==> config.mk <==
export PLATFORM = sky130hd
export DESIGN_NAME = clk_ratio_div
export DESIGN_NICKNAME = d
export VERILOG_FILES = /design/src/rtl/clk_ratio_pkg.sv /design/src/rtl/clk_ratio_ctrl.sv /design/src/rtl/clk_ratio_wave.sv /design/src/rtl/clk_ratio_div.sv
export SDC_FILE = /design/constraint.sdc
export NUM_CORES = 1
export LEC_CHECK = 0
export ABC_AREA = 1
export ABC_CLOCK_PERIOD_IN_PS = 6000
export BUFFER_PORTS_ARGS = -buffer_cell sky130_fd_sc_hd__buf_2
export CORE_MARGIN = 4
export CORE_UTILIZATION = 57
export DETAILED_ROUTE_END_ITERATION = 6
export PLACE_DENSITY = 0.81
export SLEW_MARGIN = 5
export SYNTH_ARGS = -nofsm -noshare
export SYNTH_HDL_FRONTEND = slang
export SYNTH_SLANG_ARGS = --single-unit
==> constraint.sdc <==
create_clock -name clk -period 6 [get_ports clk]
set_clock_uncertainty 0.2 [all_clocks]
set_input_delay 0.6 -clock clk [delete_from_list [all_inputs] [get_ports clk]]
set_output_delay 0.6 -clock clk [all_outputs]
set_load 0.02 [all_outputs]
==> src/rtl/clk_ratio_pkg.sv <==
package clk_ratio_pkg;

  localparam int SEL_W   = 3;
  localparam int RATIO_W = 6;

  // Table kinds: 0 general, 1 legacy, 2 engine, 3 network.
  localparam int KIND_GENERAL = 0;
  localparam int KIND_LEGACY  = 1;
  localparam int KIND_ENGINE  = 2;
  localparam int KIND_NETWORK = 3;

  typedef struct packed {
    logic hold;     // enable low: force output low
    logic setHigh;  // a new period starts at this edge
    logic clrHigh;  // the high phase ends at this edge
  } divStrobe_t;

  function automatic logic [RATIO_W-1:0] ratioOf(int kind, logic [SEL_W-1:0] code);
    logic [RATIO_W-1:0] step;
    logic               lowPair;
    step    = RATIO_W'(code) + RATIO_W'(1);
    lowPair = (code < SEL_W'(2));
    case (kind)
      KIND_LEGACY:  return RATIO_W'(step << 1);
      KIND_ENGINE:  return lowPair ? RATIO_W'(2) : step;
      KIND_NETWORK: return lowPair ? RATIO_W'(4) : RATIO_W'(step << 1);
      default:      return RATIO_W'(step << 2);
    endcase
  endfunction

endpackage

==> src/rtl/clk_ratio_ctrl.sv <==
module clk_ratio_ctrl
  import clk_ratio_pkg::*;
#(
  parameter int TABLE_SEL = KIND_GENERAL
) (
  input  logic               clk,
  input  logic               rstN,
  input  logic               enable,
  input  logic [SEL_W-1:0]   selCode,
  output divStrobe_t         strobe,
  output logic [RATIO_W-1:0] ratioNow
);

  localparam logic [RATIO_W-1:0] RESET_RATIO = ratioOf(TABLE_SEL, SEL_W'(0));

  logic [RATIO_W-1:0] nextRatio;
  logic [RATIO_W-1:0] curRatio;
  logic [RATIO_W-1:0] cnt;
  logic [RATIO_W-1:0] highLen;
  logic               running;
  logic               wrap;

  assign nextRatio = ratioOf(TABLE_SEL, selCode);

  // Rounded-up half: N/2 for even N, (N+1)/2 for odd N.
  assign highLen = (curRatio + RATIO_W'(1)) >> 1;
  assign wrap    = running && (cnt == curRatio - RATIO_W'(1));

  always_comb begin
    strobe.hold    = !enable;
    strobe.setHigh = enable && (!running || wrap);
    strobe.clrHigh = enable && running && !wrap && (cnt + RATIO_W'(1) == highLen);
  end

  always_ff @(posedge clk or negedge rstN) begin
    if (!rstN) begin
      cnt      <= '0;
      running  <= 1'b0;
      curRatio <= RESET_RATIO;
    end else if (!enable) begin
      cnt      <= '0;
      running  <= 1'b0;
      curRatio <= nextRatio;
    end else if (!running || wrap) begin
      cnt      <= '0;
      running  <= 1'b1;
      curRatio <= nextRatio;
    end else begin
      cnt <= cnt + RATIO_W'(1);
    end
  end

  assign ratioNow = curRatio;

  // Counter never leaves the current period.
  assert_cnt_range_R5: assert property (@(posedge clk) disable iff (!rstN)
    running |-> (cnt < curRatio));

  // Inside a running period the ratio in use does not move.
  assert_ratio_hold_R6: assert property (@(posedge clk) disable iff (!rstN)
    (running && !wrap && enable) |=> $stable(curRatio));

endmodule

==> src/rtl/clk_ratio_wave.sv <==
module clk_ratio_wave
  import clk_ratio_pkg::*;
#(
  parameter int TABLE_SEL = KIND_GENERAL
) (
  input  logic       clk,
  input  logic       rstN,
  input  divStrobe_t strobe,
  input  logic       oddNow,
  output logic       divClk
);

  localparam bit HAS_ODD = (TABLE_SEL == KIND_ENGINE);

  logic hiPos;

  always_ff @(posedge clk or negedge rstN) begin
    if (!rstN)               hiPos <= 1'b0;
    else if (strobe.hold)    hiPos <= 1'b0;
    else if (strobe.setHigh) hiPos <= 1'b1;
    else if (strobe.clrHigh) hiPos <= 1'b0;
  end

  generate
    if (HAS_ODD) begin : g_odd
      logic hiNeg;
      // Half-cycle delayed copy trims the odd high phase by half a cycle.
      always_ff @(negedge clk or negedge rstN) begin
        if (!rstN) hiNeg <= 1'b0;
        else       hiNeg <= hiPos;
      end
      assign divClk = oddNow ? (hiPos & hiNeg) : hiPos;
    end else begin : g_even
      logic unusedOdd;
      assign unusedOdd = oddNow;
      assign divClk    = hiPos;
    end
  endgenerate

  assert_idle_low_R8: assert property (@(posedge clk) disable iff (!rstN)
    strobe.hold |=> !hiPos);

  // A new period may only start from a completed low phase.
  assert_fresh_start_R6: assert property (@(posedge clk) disable iff (!rstN)
    strobe.setHigh |-> !hiPos);

  assert_strobe_excl_R5: assert property (@(posedge clk) disable iff (!rstN)
    $onehot0({strobe.hold, strobe.setHigh, strobe.clrHigh}));

endmodule

==> src/rtl/clk_ratio_div.sv <==
module clk_ratio_div
  import clk_ratio_pkg::*;
#(
  parameter int TABLE_SEL = KIND_GENERAL
) (
  input  logic               clk,
  input  logic               rstN,
  input  logic               enable,
  input  logic [SEL_W-1:0]   selCode,
  output logic               divClk,
  output logic [RATIO_W-1:0] ratioNow
);

  divStrobe_t strobe;

  clk_ratio_ctrl #(.TABLE_SEL(TABLE_SEL)) i_ctrl (
    .clk      (clk),
    .rstN     (rstN),
    .enable   (enable),
    .selCode  (selCode),
    .strobe   (strobe),
    .ratioNow (ratioNow)
  );

  clk_ratio_wave #(.TABLE_SEL(TABLE_SEL)) i_wave (
    .clk    (clk),
    .rstN   (rstN),
    .strobe (strobe),
    .oddNow (ratioNow[0]),
    .divClk (divClk)
  );

endmodule

Yosys cells after proc, flatten, opt, wreduce, memory -nomap -nowiden
Index checks and enable logic that the tools add are counted.
- add/sub/neg operators: 4
- reductions and logical operators: 8
- muxes and demuxes: 9
- eq/ne operators: 4
- operators by type and width (cell ; number):
    6-bit two-way mux ; 4
    6-bit by 1-bit adder with 6-bit output, second input constant ; 2
    6-bit by 5-bit == test with 1-bit output ; 1
    6-bit == test ; 1
    6-bit by 1-bit subtractor with 6-bit output, second input constant ; 1
    1-bit logical AND ; 5
    1-bit two-way mux ; 5
    3-bit by 1-bit adder with 4-bit output, second input constant ; 1
    3-bit by 1-bit inequality test with 1-bit output, second input constant ; 1
    1-bit logical NOT ; 2
    2-bit by 1-bit inequality test with 1-bit output, second input constant ; 1
    1-bit logical OR ; 1
- input port bits: 6
- bits in registers: 14
- word-level logic and storage cells: 29

Depth between registers and ports, before layout
Gate-level depths: netlist of the first run.
- depth in word-level cells: 9
- gate-level depth with buffers: 11
- mapped depth without buffers: 11

Hierarchy
Synthesis of the first run repeated with hierarchy kept, for this count alone.
- cell total of the unflattened synthesis: 122
- area, all modules: 817.0 µm²
- by module, submodules not included (module ; times used ; cells each ; area an instance (µm²)):
    clk_ratio_ctrl ; 1 ; 117 ; 772.0
    clk_ratio_wave ; 1 ; 5 ; 45.0

Least setup slack after synthesis of the first run
OpenSTA, ideal clock, no wires.
- kind: register to register
- start: register i_ctrl.curRatio[2], in the netlist i_ctrl.ratioNow[2]
- end: register i_ctrl.curRatio[4], in the netlist i_ctrl.ratioNow[4]
- required time: 5.683 ns
- setup time: 0.117 ns
- path slack: 3.913 ns
- arrival time: 1.770 ns
- cell stages (with the launch flop): 12
- buffers on the path: 0
- period minus slack after synthesis: 2.087 ns
- cell sequence: dfstp_2 inv_1 ha_1 or2_1 nand3_1 nor2_1 nand2_1 nor2_2 nor2_4 nand2_4 nand2_1 nand2_1
- longest elaborated chain between the ends: 5
- RTL lines (item ; line ; RTL):
    start: declaration ; clk_ratio_ctrl.sv:17 ; logic [RATIO_W-1:0] curRatio;
    start signal: assignment ; clk_ratio_ctrl.sv:43 ; curRatio <= nextRatio;
    start signal: assignment ; clk_ratio_ctrl.sv:47 ; curRatio <= nextRatio;
    6-bit by 1-bit subtractor with 6-bit output ; clk_ratio_ctrl.sv:27 ; assign wrap = running && (cnt == curRatio - RATIO_W'(1));
    6-bit == test ; clk_ratio_ctrl.sv:27 ;
    1-bit logical AND ; clk_ratio_ctrl.sv:27 ;
    1-bit logical OR ; clk_ratio_ctrl.sv:44 ; end else if (!running || wrap) begin
    2-bit by 1-bit inequality test with 1-bit output (no line) ; n/a ;
No other way between the ends.
A chain may end at the register's enable or synchronous reset.

Worst setup path after layout of the first run
- start: register i_ctrl.curRatio[2], in the netlist i_ctrl.ratioNow[2]
- end: register i_ctrl.curRatio[3], in the netlist i_ctrl.ratioNow[3]
The elaborated chain is that of the path after synthesis.

==> flow_metrics.env, run 1 <==
export IMPL_pwr_density_cell_nw_per_um2=204
export IMPL_cts_tree="done"
export IMPL_post_cts_setup_buffers=0
export IMPL_root_buffer="clkbuf_4"
export IMPL_leakagePower_nw=0.455
export IMPL_pin_count=13
export IMPL_dieHeight_um=45.2
export IMPL_finalNonFillerCells=134
export IMPL_drv_slew=0
export IMPL_crit_chain="inv_1, ha_1, or2_1, nand3_1, nor2_1, nand2_1, nor2_2, nor2_4, nand2_4, nand2_1, nand2_1"
export IMPL_postRouteAntennaNets=0
export IMPL_cts_hold_repair_buffers=1
export IMPL_dieArea_um2=2040
export IMPL_hold_path_class="reg2reg"
export IMPL_end_kind="register"
export IMPL_cts_sink_count=12
export IMPL_dieWidth_um=45.2
export IMPL_via_per_inst=4.99
export IMPL_fin_ws_ns=3.88
export IMPL_synth_avg_cell_area_um2=7.31
export IMPL_finalHoldViolCount=0
export IMPL_coreArea_um2=1300
export IMPL_cts_buffers=3
export IMPL_start_util=0.607
export IMPL_diodes=0
export IMPL_io_buffers=10
export IMPL_dp_cells=129
export IMPL_cts_resized=0
export IMPL_worstPathMaxFanout=10
export IMPL_area_delta_synth_final_pct=10.1
export IMPL_netlist_area_leader_share=0.349
export IMPL_timing_final_crit_share=0.354
export IMPL_critPathKind="reg2reg"
export IMPL_finalInstanceArea_um2=870
export IMPL_ys_seq_area_frac=0.382
export IMPL_fin_nets=129
export IMPL_place_congestion=0.842
export IMPL_drive_gt1_frac=0.185
export IMPL_ys_types=24
export IMPL_grt_usage=0.169
export IMPL_grt_pass1_wl_mm=2.48
export IMPL_clkTransAtPathRegs_ns=0.06
export IMPL_setup_viol=0
export IMPL_yosysWarnings=0
export IMPL_cp_start_kind="register"
export IMPL_synth_top_area_cell="dfrtp_1"
export IMPL_crit_slowest_cell="dfstp_2"
export IMPL_grt_pass1_vias=597
export IMPL_fmax_mhz=471
export IMPL_drc_errors=0
export IMPL_fp_row_count=13
export IMPL_ys_seq_elements=12
export IMPL_critPathArrivalTime_ns=2.07
export IMPL_dp_hpwl_mm=1.11
export IMPL_vias=669
export IMPL_synth_area_leaders="dfrtp_1, nand2_1, nand3_1, inv_1, nor2_1"
export IMPL_maxCapViolCount=0
export IMPL_fin_crit_ns=2.12
export IMPL_post_drt_wl_per_cell_um=10.5
export IMPL_clock_path_buffers=2
export IMPL_place_area_um2=833
export IMPL_antenna_found_initial=0
export IMPL_cp_required_ns=5.95
export IMPL_syn_inst=108
export IMPL_vdd_drop_max_v=0.000152
export IMPL_status="finished, final reports clean"
export IMPL_critPathMostFrequentCell="nand2_1"
export IMPL_power_mw=0.177
export IMPL_grt_overflow=0
export IMPL_cts_max_level=1
export IMPL_final_setup_tns_ns=0
export IMPL_synth_area_um2=790
export IMPL_n_fill_cell=107
export IMPL_first_iter_violations=11
export IMPL_dr_pass1_iters=4
export IMPL_rsz0062_at_grt="no"
export IMPL_grt_max_degree=13
export IMPL_pre_cts_ws_ns=3.88
export IMPL_max_stage_delay_ns=0.57
export IMPL_clk_latency_ns=0.27
export IMPL_wl_mm=1.41
## flip-flops by register name, indices dropped and copies added (netlist names)
name and flops:
i_ctrl.ratioNow 4, i_ctrl.running 1, i_ctrl.cnt 6, i_wave.divClk 1
## through the flow
stage                     hold slack, ns  utilization
after floorplan                    0.104            -
after global placement             0.282        0.640
after detailed placement           0.290        0.640
after CTS                          0.326        0.668
after global routing               0.330        0.668
final                              0.331        0.668
## layout make-up
| type | count | area (um^2) | area share |
|---|---|---|---|
| clock buffers | 4 | 26.3 | 0.0302 |
| inverters | 13 | 48.8 | 0.0561 |
| multi-input cells | 79 | 414 | 0.476 |
| flip-flops and latches | 12 | 302 | 0.347 |
| well taps | 15 | 18.8 | 0.0216 |
| repair buffers | 11 | 60.1 | 0.0691 |
## synthesized netlist by cell type
cell,n
nand4_1,3
nand3_1,12
nor2_1,11
clkbuf_1,1
nand3_2,1
inv_2,1
xnor2_1,2
xor2_1,3
nand2_4,1
nor2_2,3
buf_2,2
ha_1,3
a21oi_1,2
nand2_1,31
dfstp_2,1
or2_1,1
a21oi_2,1
dfrtp_1,11
nor2_4,1
conb_1,1
buf_4,2
inv_1,12
nand3b_1,1
o21ai_0,1
## logic make-up (layout without fill, tap and decap cells)
logic type | count (synthesis) | after routing | share of synthesized area
fa+ha+maj | 3 | 3 | 0.0475
compound gates | 4 | 4 | 0.0301
buf+inv | 18 | 28 | 0.0982
xor+xnor | 5 | 5 | 0.0555
simple gates | 65 | 65 | 0.382
other cells | 1 | 2 | 0.00475
flops | 12 | 12 | 0.382
## report_power, final
group	total, mW	internal [mW]	leakage (nW)	switching (mW)
Sequential	0.0902	0.0853	0.155	0.00484
Combinational	0.0372	0.0141	0.285	0.0230
Clock	0.0501	0.0257	0.0150	0.0244
## final timing paths
| kind | from | to | slack (ns) | cells after the start |
|---|---|---|---|---|
| setup / recovery | i_ctrl.ratioNow[2] | i_ctrl.ratioNow[3] | 3.88 | 11 |
| hold / removal | i_ctrl.ratioNow[2] | i_ctrl.ratioNow[2] | 0.33 | 2 |
| setup reg to reg | i_ctrl.ratioNow[2] | i_ctrl.ratioNow[3] | 3.88 | 11 |
| hold reg to reg | i_ctrl.ratioNow[2] | i_ctrl.ratioNow[2] | 0.33 | 2 |
| max in group asynchronous | rstN | i_ctrl.ratioNow[2] | 4.80 | 2 |
| min in group asynchronous | rstN | i_ctrl.cnt[5] | 0.52 | 2 |
## routing by layer
layer / vias up / global-route usage / share of wire
met2: 12 / 0.280 / 0.50
li1: 358 / - / -
met5: - / 0 / 0
met3: 2 / 0.0239 / 0.040
met1: 297 / 0.208 / 0.46
met4: 0 / 0.0994 / 0.0057
## critical path: cells and delay by family (launching register included)
family	cells	cell delay, ns
flip-flops	1	0.57
buffers and inverters	1	0.07
adder cells (fa/ha/maj)	1	0.30
AND/OR/NAND/NOR	9	0.88
## placed cells by master (no fill, tap or decap)
cell and count:
nand2_1 31, clkbuf_1 1, dlygate4sd3_1 1, clkbuf_4 3, nand3b_1 1, dfstp_2 1, or2_1 1, conb_1 2
nor2_4 1, nand2_4 1, xnor2_1 2, ha_1 3, buf_2 10, nor2_2 3, dfrtp_1 11, nor2_1 11
nand3_2 1, a21oi_1 2, nand4_1 3, inv_1 12, inv_2 1, a21oi_2 1, nand3_1 12, o21ai_0 1
xor2_1 3
(Power assumes the default switching activity.)
==> inputs of run 2 (changes only) <==
- ABC_CLOCK_PERIOD_IN_PS: 6000 -> 2210
- CORE_UTILIZATION: 57 -> 53
- PLACE_DENSITY: 0.81 -> 0.76
- clock period: 6 -> 2.21 ns (I/O delays scaled with it)
==> run 2 against run 1 <==
Against the previous run: setup slack worse by 3.7 ns; core utilization grew 0.36 points; clock power grew to 3.4 times the previous value; flip-flop and latch count stayed put; critical endpoint is now i_ctrl.ratioNow[5]; highest routed layer unchanged.
==> flow_metrics.env, run 2 (synthesized netlist as in run 1, its figures left out) <==
export IMPL_postRouteAntennaNets=0
export IMPL_place_congestion=0.860
export IMPL_wl_mm=1.50
export IMPL_start_util=0.585
export IMPL_cts_max_level=1
export IMPL_fin_crit_ns=2.06
export IMPL_fp_row_count=13
export IMPL_hold_start="selCode[2]"
export IMPL_area_delta_synth_final_pct=14.9
export IMPL_vdd_drop_max_v=0.000450
export IMPL_hold_path_class="in2reg"
export IMPL_swShare=0.284
export IMPL_clock_path_buffers=2
export IMPL_io_buffers=10
export IMPL_clockPowerShare=0.326
export IMPL_p_int_mw=0.374
export IMPL_diodes=0
export IMPL_clkTransAtPathRegs_ns=0.07
export IMPL_maxCapViolCount=0
export IMPL_largest_reg_flops=6
export IMPL_mostFrequentLayoutCell="nand2_1"
export IMPL_share_seq_of_total_power=0.466
export IMPL_grt_usage=0.189
export IMPL_finalInstanceArea_um2=907
export IMPL_antenna_found_initial=0
export IMPL_min_path_cells=4
export IMPL_coreArea_um2=1350
export IMPL_place_area_um2=841
export IMPL_dr_pass1_iters=4
export IMPL_finalHoldViolCount=0
export IMPL_finish_utilization=0.672
export IMPL_final_cell_mix="nand2_1, inv_1, nand3_1"
export IMPL_pin_count=13
export IMPL_clk_latency_ns=0.27
export IMPL_rsz0062_at_grt="no"
export IMPL_holdPathEnd="i_ctrl.ratioNow[4]"
export IMPL_setup_viol=0
export IMPL_status="finished, final reports clean"
export IMPL_via_per_inst=5.12
export IMPL_grt_max_degree=13
export IMPL_power_switching_mw=0.148
export IMPL_pwr_density_cell_nw_per_um2=576
export IMPL_leakagePower_nw=0.474
export IMPL_grt_overflow=0
export IMPL_dieWidth_um=46.6
export IMPL_drv_slew=0
export IMPL_grt_pass1_wl_mm=2.78
export IMPL_setup_reg_to_reg_worst_slack_ns=0.15
export IMPL_grt_pass1_vias=677
export IMPL_cp_required_ns=2.18
export IMPL_dieArea_um2=2170
export IMPL_largest_register="i_ctrl.cnt"
export IMPL_dieHeight_um=46.6
export IMPL_worstPathMaxFanout=10
export IMPL_cts_tree="done"
export IMPL_r2r_worst_path_cells=11
export IMPL_post_drt_wl_per_cell_um=11.0
export IMPL_first_iter_violations=10
export IMPL_end_kind="register"
export IMPL_vias=702
export IMPL_cp_start_kind="register"
export IMPL_root_buffer="clkbuf_4"
export IMPL_dp_hpwl_mm=1.18
export IMPL_drc_errors=0
export IMPL_cts_buffers=3
export IMPL_final_setup_tns_ns=0
export IMPL_fin_nets=132
export IMPL_critPathArrivalTime_ns=2.03
export IMPL_r2r_end="i_ctrl.ratioNow[5]"
export IMPL_r2r_start="i_ctrl.ratioNow[2]"
export IMPL_critPathKind="reg2reg"
export IMPL_fmax_mhz=485
export IMPL_cts_sink_count=12
export IMPL_pwr_share_comb=0.207
export IMPL_timing_final_crit_share=0.932
export IMPL_drive_gt1_frac=0.197
-- run 2: cell types whose count changed in the layout (fill, tap and decap cells not counted), sizes merged --
cell         change
buf              +1
dlygate4sd3      +2
-- run 2: metal layers --
layer  track usage  part of all wire  wire length (um)
met1         0.236              0.44               656
met2         0.286              0.48               716
met3        0.0234             0.047                70
met4         0.153             0.040                60
met5             0                 0                 0
-- run 2: timing repair --
action                     4_1_cts  5_1_grt
setup buffers                    0        0
hold buffers                     3        0
gates resized for setup          0        0
setup endpoints to repair        0        0
hold endpoints to repair        14        0
-- run 2: worst max-delay path, stage by stage, from the launching register on --
cell	delay, ns
dfstp_2	0.53
inv_1	0.05
ha_1	0.29
or2_1	0.23
nand3_1	0.07
nor2_1	0.04
nand2_1	0.08
nor2_2	0.05
nor2_4	0.16
nand2_4	0.12
nand2_1	0.08
nand2_1	0.05
-- run 2: power groups by stage --
| stage | Combinational (mW) | Clock (mW) | Sequential (mW) |
|---|---|---|---|
| 4_1_cts | 0.110 | 0.178 | 0.243 |
| 6_report | 0.108 | 0.171 | 0.244 |
| 3_5_place_dp | 0.106 | 0 | 0.248 |
| 2_1_floorplan | 0.0658 | 0 | 0.257 |
| 3_3_place_gp | 0.103 | 0 | 0.248 |
| 5_1_grt | 0.123 | 0.188 | 0.246 |
-- run 2: layout make-up --
type / instances / area [um^2]
Inverter: 13 / 48.8
Tap cell: 15 / 18.8
Multi-Input combinational cell: 79 / 414
Clock buffer: 4 / 36.3
Timing Repair Buffer: 14 / 87.6
Sequential cell: 12 / 302
Fill cell: 125 / 443
-- run 2: worst max-delay path by stage --
| stage | to | depth (start not counted) | from | slack [ns] |
|---|---|---|---|---|
| 2_1_floorplan | i_ctrl.ratioNow[4] | 11 | i_ctrl.ratioNow[2] | 0.12 |
| 3_3_place_gp | i_ctrl.ratioNow[5] | 11 | i_ctrl.ratioNow[2] | 0.21 |
| 6_report | i_ctrl.ratioNow[5] | 11 | i_ctrl.ratioNow[2] | 0.15 |
| 3_5_place_dp | i_ctrl.ratioNow[5] | 11 | i_ctrl.ratioNow[2] | 0.13 |
| 5_1_grt | i_ctrl.ratioNow[3] | 11 | i_ctrl.ratioNow[2] | 0.01 |
| 4_1_cts | i_ctrl.ratioNow[5] | 11 | i_ctrl.ratioNow[2] | 0.12 |
-- run 2: per-stage QoR --
step	hold WS (ns)	setup slack (ns)	total power, mW	cells
2_1_floorplan	-0.275	0.123	0.323	109
3_3_place_gp	-0.100	0.207	0.350	130
3_5_place_dp	-0.0929	0.133	0.353	130
4_1_cts	0.0216	0.124	0.531	137
5_1_grt	0.0369	0.0113	0.557	137
6_report	0.0334	0.150	0.523	137
==> inputs of run 3 (changes only) <==
- ABC_CLOCK_PERIOD_IN_PS: 2210 -> not set
- CORE_ASPECT_RATIO: not set -> 0.75
- CORE_UTILIZATION: 53 -> 38
- PLACE_DENSITY: 0.76 -> not set
==> run 3 against run 2 <==
Against the previous run: largest power group unchanged; critical path depth unchanged; non-clock buffer count unchanged; highest routed layer unchanged; register-to-register slack about the same; worst hold slack improved by 0.0015 ns; fmax decreased by 0.30%; routed wire length increased by 11%.
==> flow_metrics.env, run 3 (synthesized netlist as in run 1, its figures left out) <==
export IMPL_place_area_um2=850
export IMPL_setup_viol=0
export IMPL_final_cell_mix="nand2_1, inv_1, nand3_1"
export IMPL_drive_gt1_frac=0.197
export IMPL_dieWidth_um=60.6
export IMPL_first_iter_violations=11
export IMPL_grt_overflow=0
export IMPL_largest_reg_flops=6
export IMPL_pin_count=13
export IMPL_whs_ns=0.0348
export IMPL_timing_final_crit_share=0.935
export IMPL_mostFrequentLayoutCell="nand2_1"
export IMPL_start_util=0.426
export IMPL_grtUsageMet1=0.210
export IMPL_dieHeight_um=47.5
export IMPL_critPathArrivalTime_ns=2.04
export IMPL_fmax_mhz=484
export IMPL_grt_max_degree=13
export IMPL_finalNonFillerCells=144
export IMPL_endpoint="i_ctrl.ratioNow[5]"
export IMPL_clk_latency_ns=0.27
export IMPL_worstPathMaxFanout=10
export IMPL_leakagePower_nw=0.468
export IMPL_post_drt_wl_per_cell_um=11.6
export IMPL_final_setup_tns_ns=0
export IMPL_drc_errors=0
export IMPL_critPathKind="reg2reg"
export IMPL_vdd_drop_max_v=0.000301
export IMPL_use_met3=0.0216
export IMPL_wl_mm=1.67
export IMPL_fin_crit_ns=2.07
export IMPL_dp_hpwl_mm=1.31
export IMPL_dp_cells=137
export IMPL_dr_pass1_iters=4
export IMPL_maxCapViolCount=0
export IMPL_grt_use_met2=0.226
export IMPL_place_congestion=0.739
export IMPL_fp_row_count=13
export IMPL_root_buffer="clkbuf_4"
export IMPL_cp_required_ns=2.18
export IMPL_clock_path_buffers=2
export IMPL_pwr_density_cell_nw_per_um2=545
export IMPL_top_usage_layer="met2"
export IMPL_coreArea_um2=1850
export IMPL_dieArea_um2=2880
export IMPL_grt_usage=0.150
export IMPL_hold_path_class="in2reg"
export IMPL_r2r_worst_path_cells=11
export IMPL_cp_start_kind="register"
export IMPL_r2r_end="i_ctrl.ratioNow[5]"
export IMPL_io_buffers=10
export IMPL_rsz0062_at_grt="no"
export IMPL_cts_buffers=3
export IMPL_r2r_start="i_ctrl.ratioNow[2]"
export IMPL_largest_register="i_ctrl.cnt"
export IMPL_setup_reg_to_reg_worst_slack_ns=0.14
export IMPL_status="finished, final reports clean"
export IMPL_n_fill_cell=193
export IMPL_cts_max_level=1
export IMPL_via_per_inst=4.99
export IMPL_cts_sink_count=12
export IMPL_clkTransAtPathRegs_ns=0.07
export IMPL_fin_nets=132
export IMPL_grt_pass1_wl_mm=3.10
export IMPL_area_delta_synth_final_pct=15.1
export IMPL_cts_tree="done"
export IMPL_power_mw=0.495
export IMPL_finalHoldViolCount=0
export IMPL_postRouteAntennaNets=0
export IMPL_min_path_cells=4
export IMPL_vias=718
export IMPL_diodes=0
export IMPL_cp_startpoint="i_ctrl.ratioNow[2]"
export IMPL_end_kind="register"
export IMPL_grt_pass1_vias=690
export IMPL_drv_slew=0
export IMPL_finalInstanceArea_um2=908
export IMPL_antenna_found_initial=0
==> run 3: cell count changes in the layout (fill, tap and decap cells not counted) <==
cell	previous run	this run
nand2_2	0	1
nand2_1	31	30
clkbuf_1	0	1
clkbuf_8	1	0
==> run 3: cell type report <==
| class | instances | area (um^2) | share of cell area |
|---|---|---|---|
| inverters | 13 | 48.8 | 0.0537 |
| multi-input cells | 79 | 417 | 0.459 |
| well taps | 22 | 27.5 | 0.0303 |
| clock buffers | 4 | 26.3 | 0.0289 |
| flip-flops and latches | 12 | 302 | 0.332 |
| repair buffers | 14 | 87.6 | 0.0964 |
==> run 3: metal layers <==
layer / routed length [um] / part of all wire / vias up
met4: 17 / 0.010 / 0
met2: 758 / 0.45 / 20
met3: 74 / 0.044 / 2
li1: - / - / 361
met5: 0 / 0 / -
met1: 820 / 0.49 / 335
==> run 3: how the worst min path moves through the flow <==
stage,startpoint,end,slack [ns]
floorplan,rstN,i_ctrl.cnt[0],-0.27
global placement,rstN,i_ctrl.cnt[0],-0.09
detailed placement,rstN,i_ctrl.cnt[0],-0.09
CTS,selCode[2],i_ctrl.ratioNow[4],0.03
global route,selCode[2],i_ctrl.ratioNow[4],0.06
finish,selCode[2],i_ctrl.ratioNow[4],0.03
==> run 3: worst max-delay path: stages (launching register included) <==
cell and delay, ns:
dfstp_2 0.53, inv_1 0.05, ha_1 0.31, or2_1 0.23
nand3_1 0.07, nor2_1 0.04, nand2_1 0.08, nor2_2 0.05
nor2_4 0.16, nand2_4 0.13, nand2_1 0.08, nand2_1 0.05
==> run 3: per-stage QoR <==
step | util | setup slack (ns)
after floorplan | - | 0.123
after global placement | 0.458 | 0.195
after detailed placement | 0.458 | 0.140
after CTS | 0.489 | 0.134
after global routing | 0.490 | 0.00986
final | 0.490 | 0.143
==> run 3: power breakdown <==
group	internal (mW)	total, mW	switching [mW]
Sequential	0.231	0.244	0.0128
Combinational	0.0432	0.111	0.0677
Clock	0.0700	0.140	0.0698
Total	0.345	0.495	0.150
==> run 3: repair_timing <==
action | CTS | global route
buffers inserted | 0 | 0
hold endpoints to repair | 14 | 0
hold buffers | 3 | 0
gates resized for setup | 0 | 1
setup endpoints to repair | 0 | 1
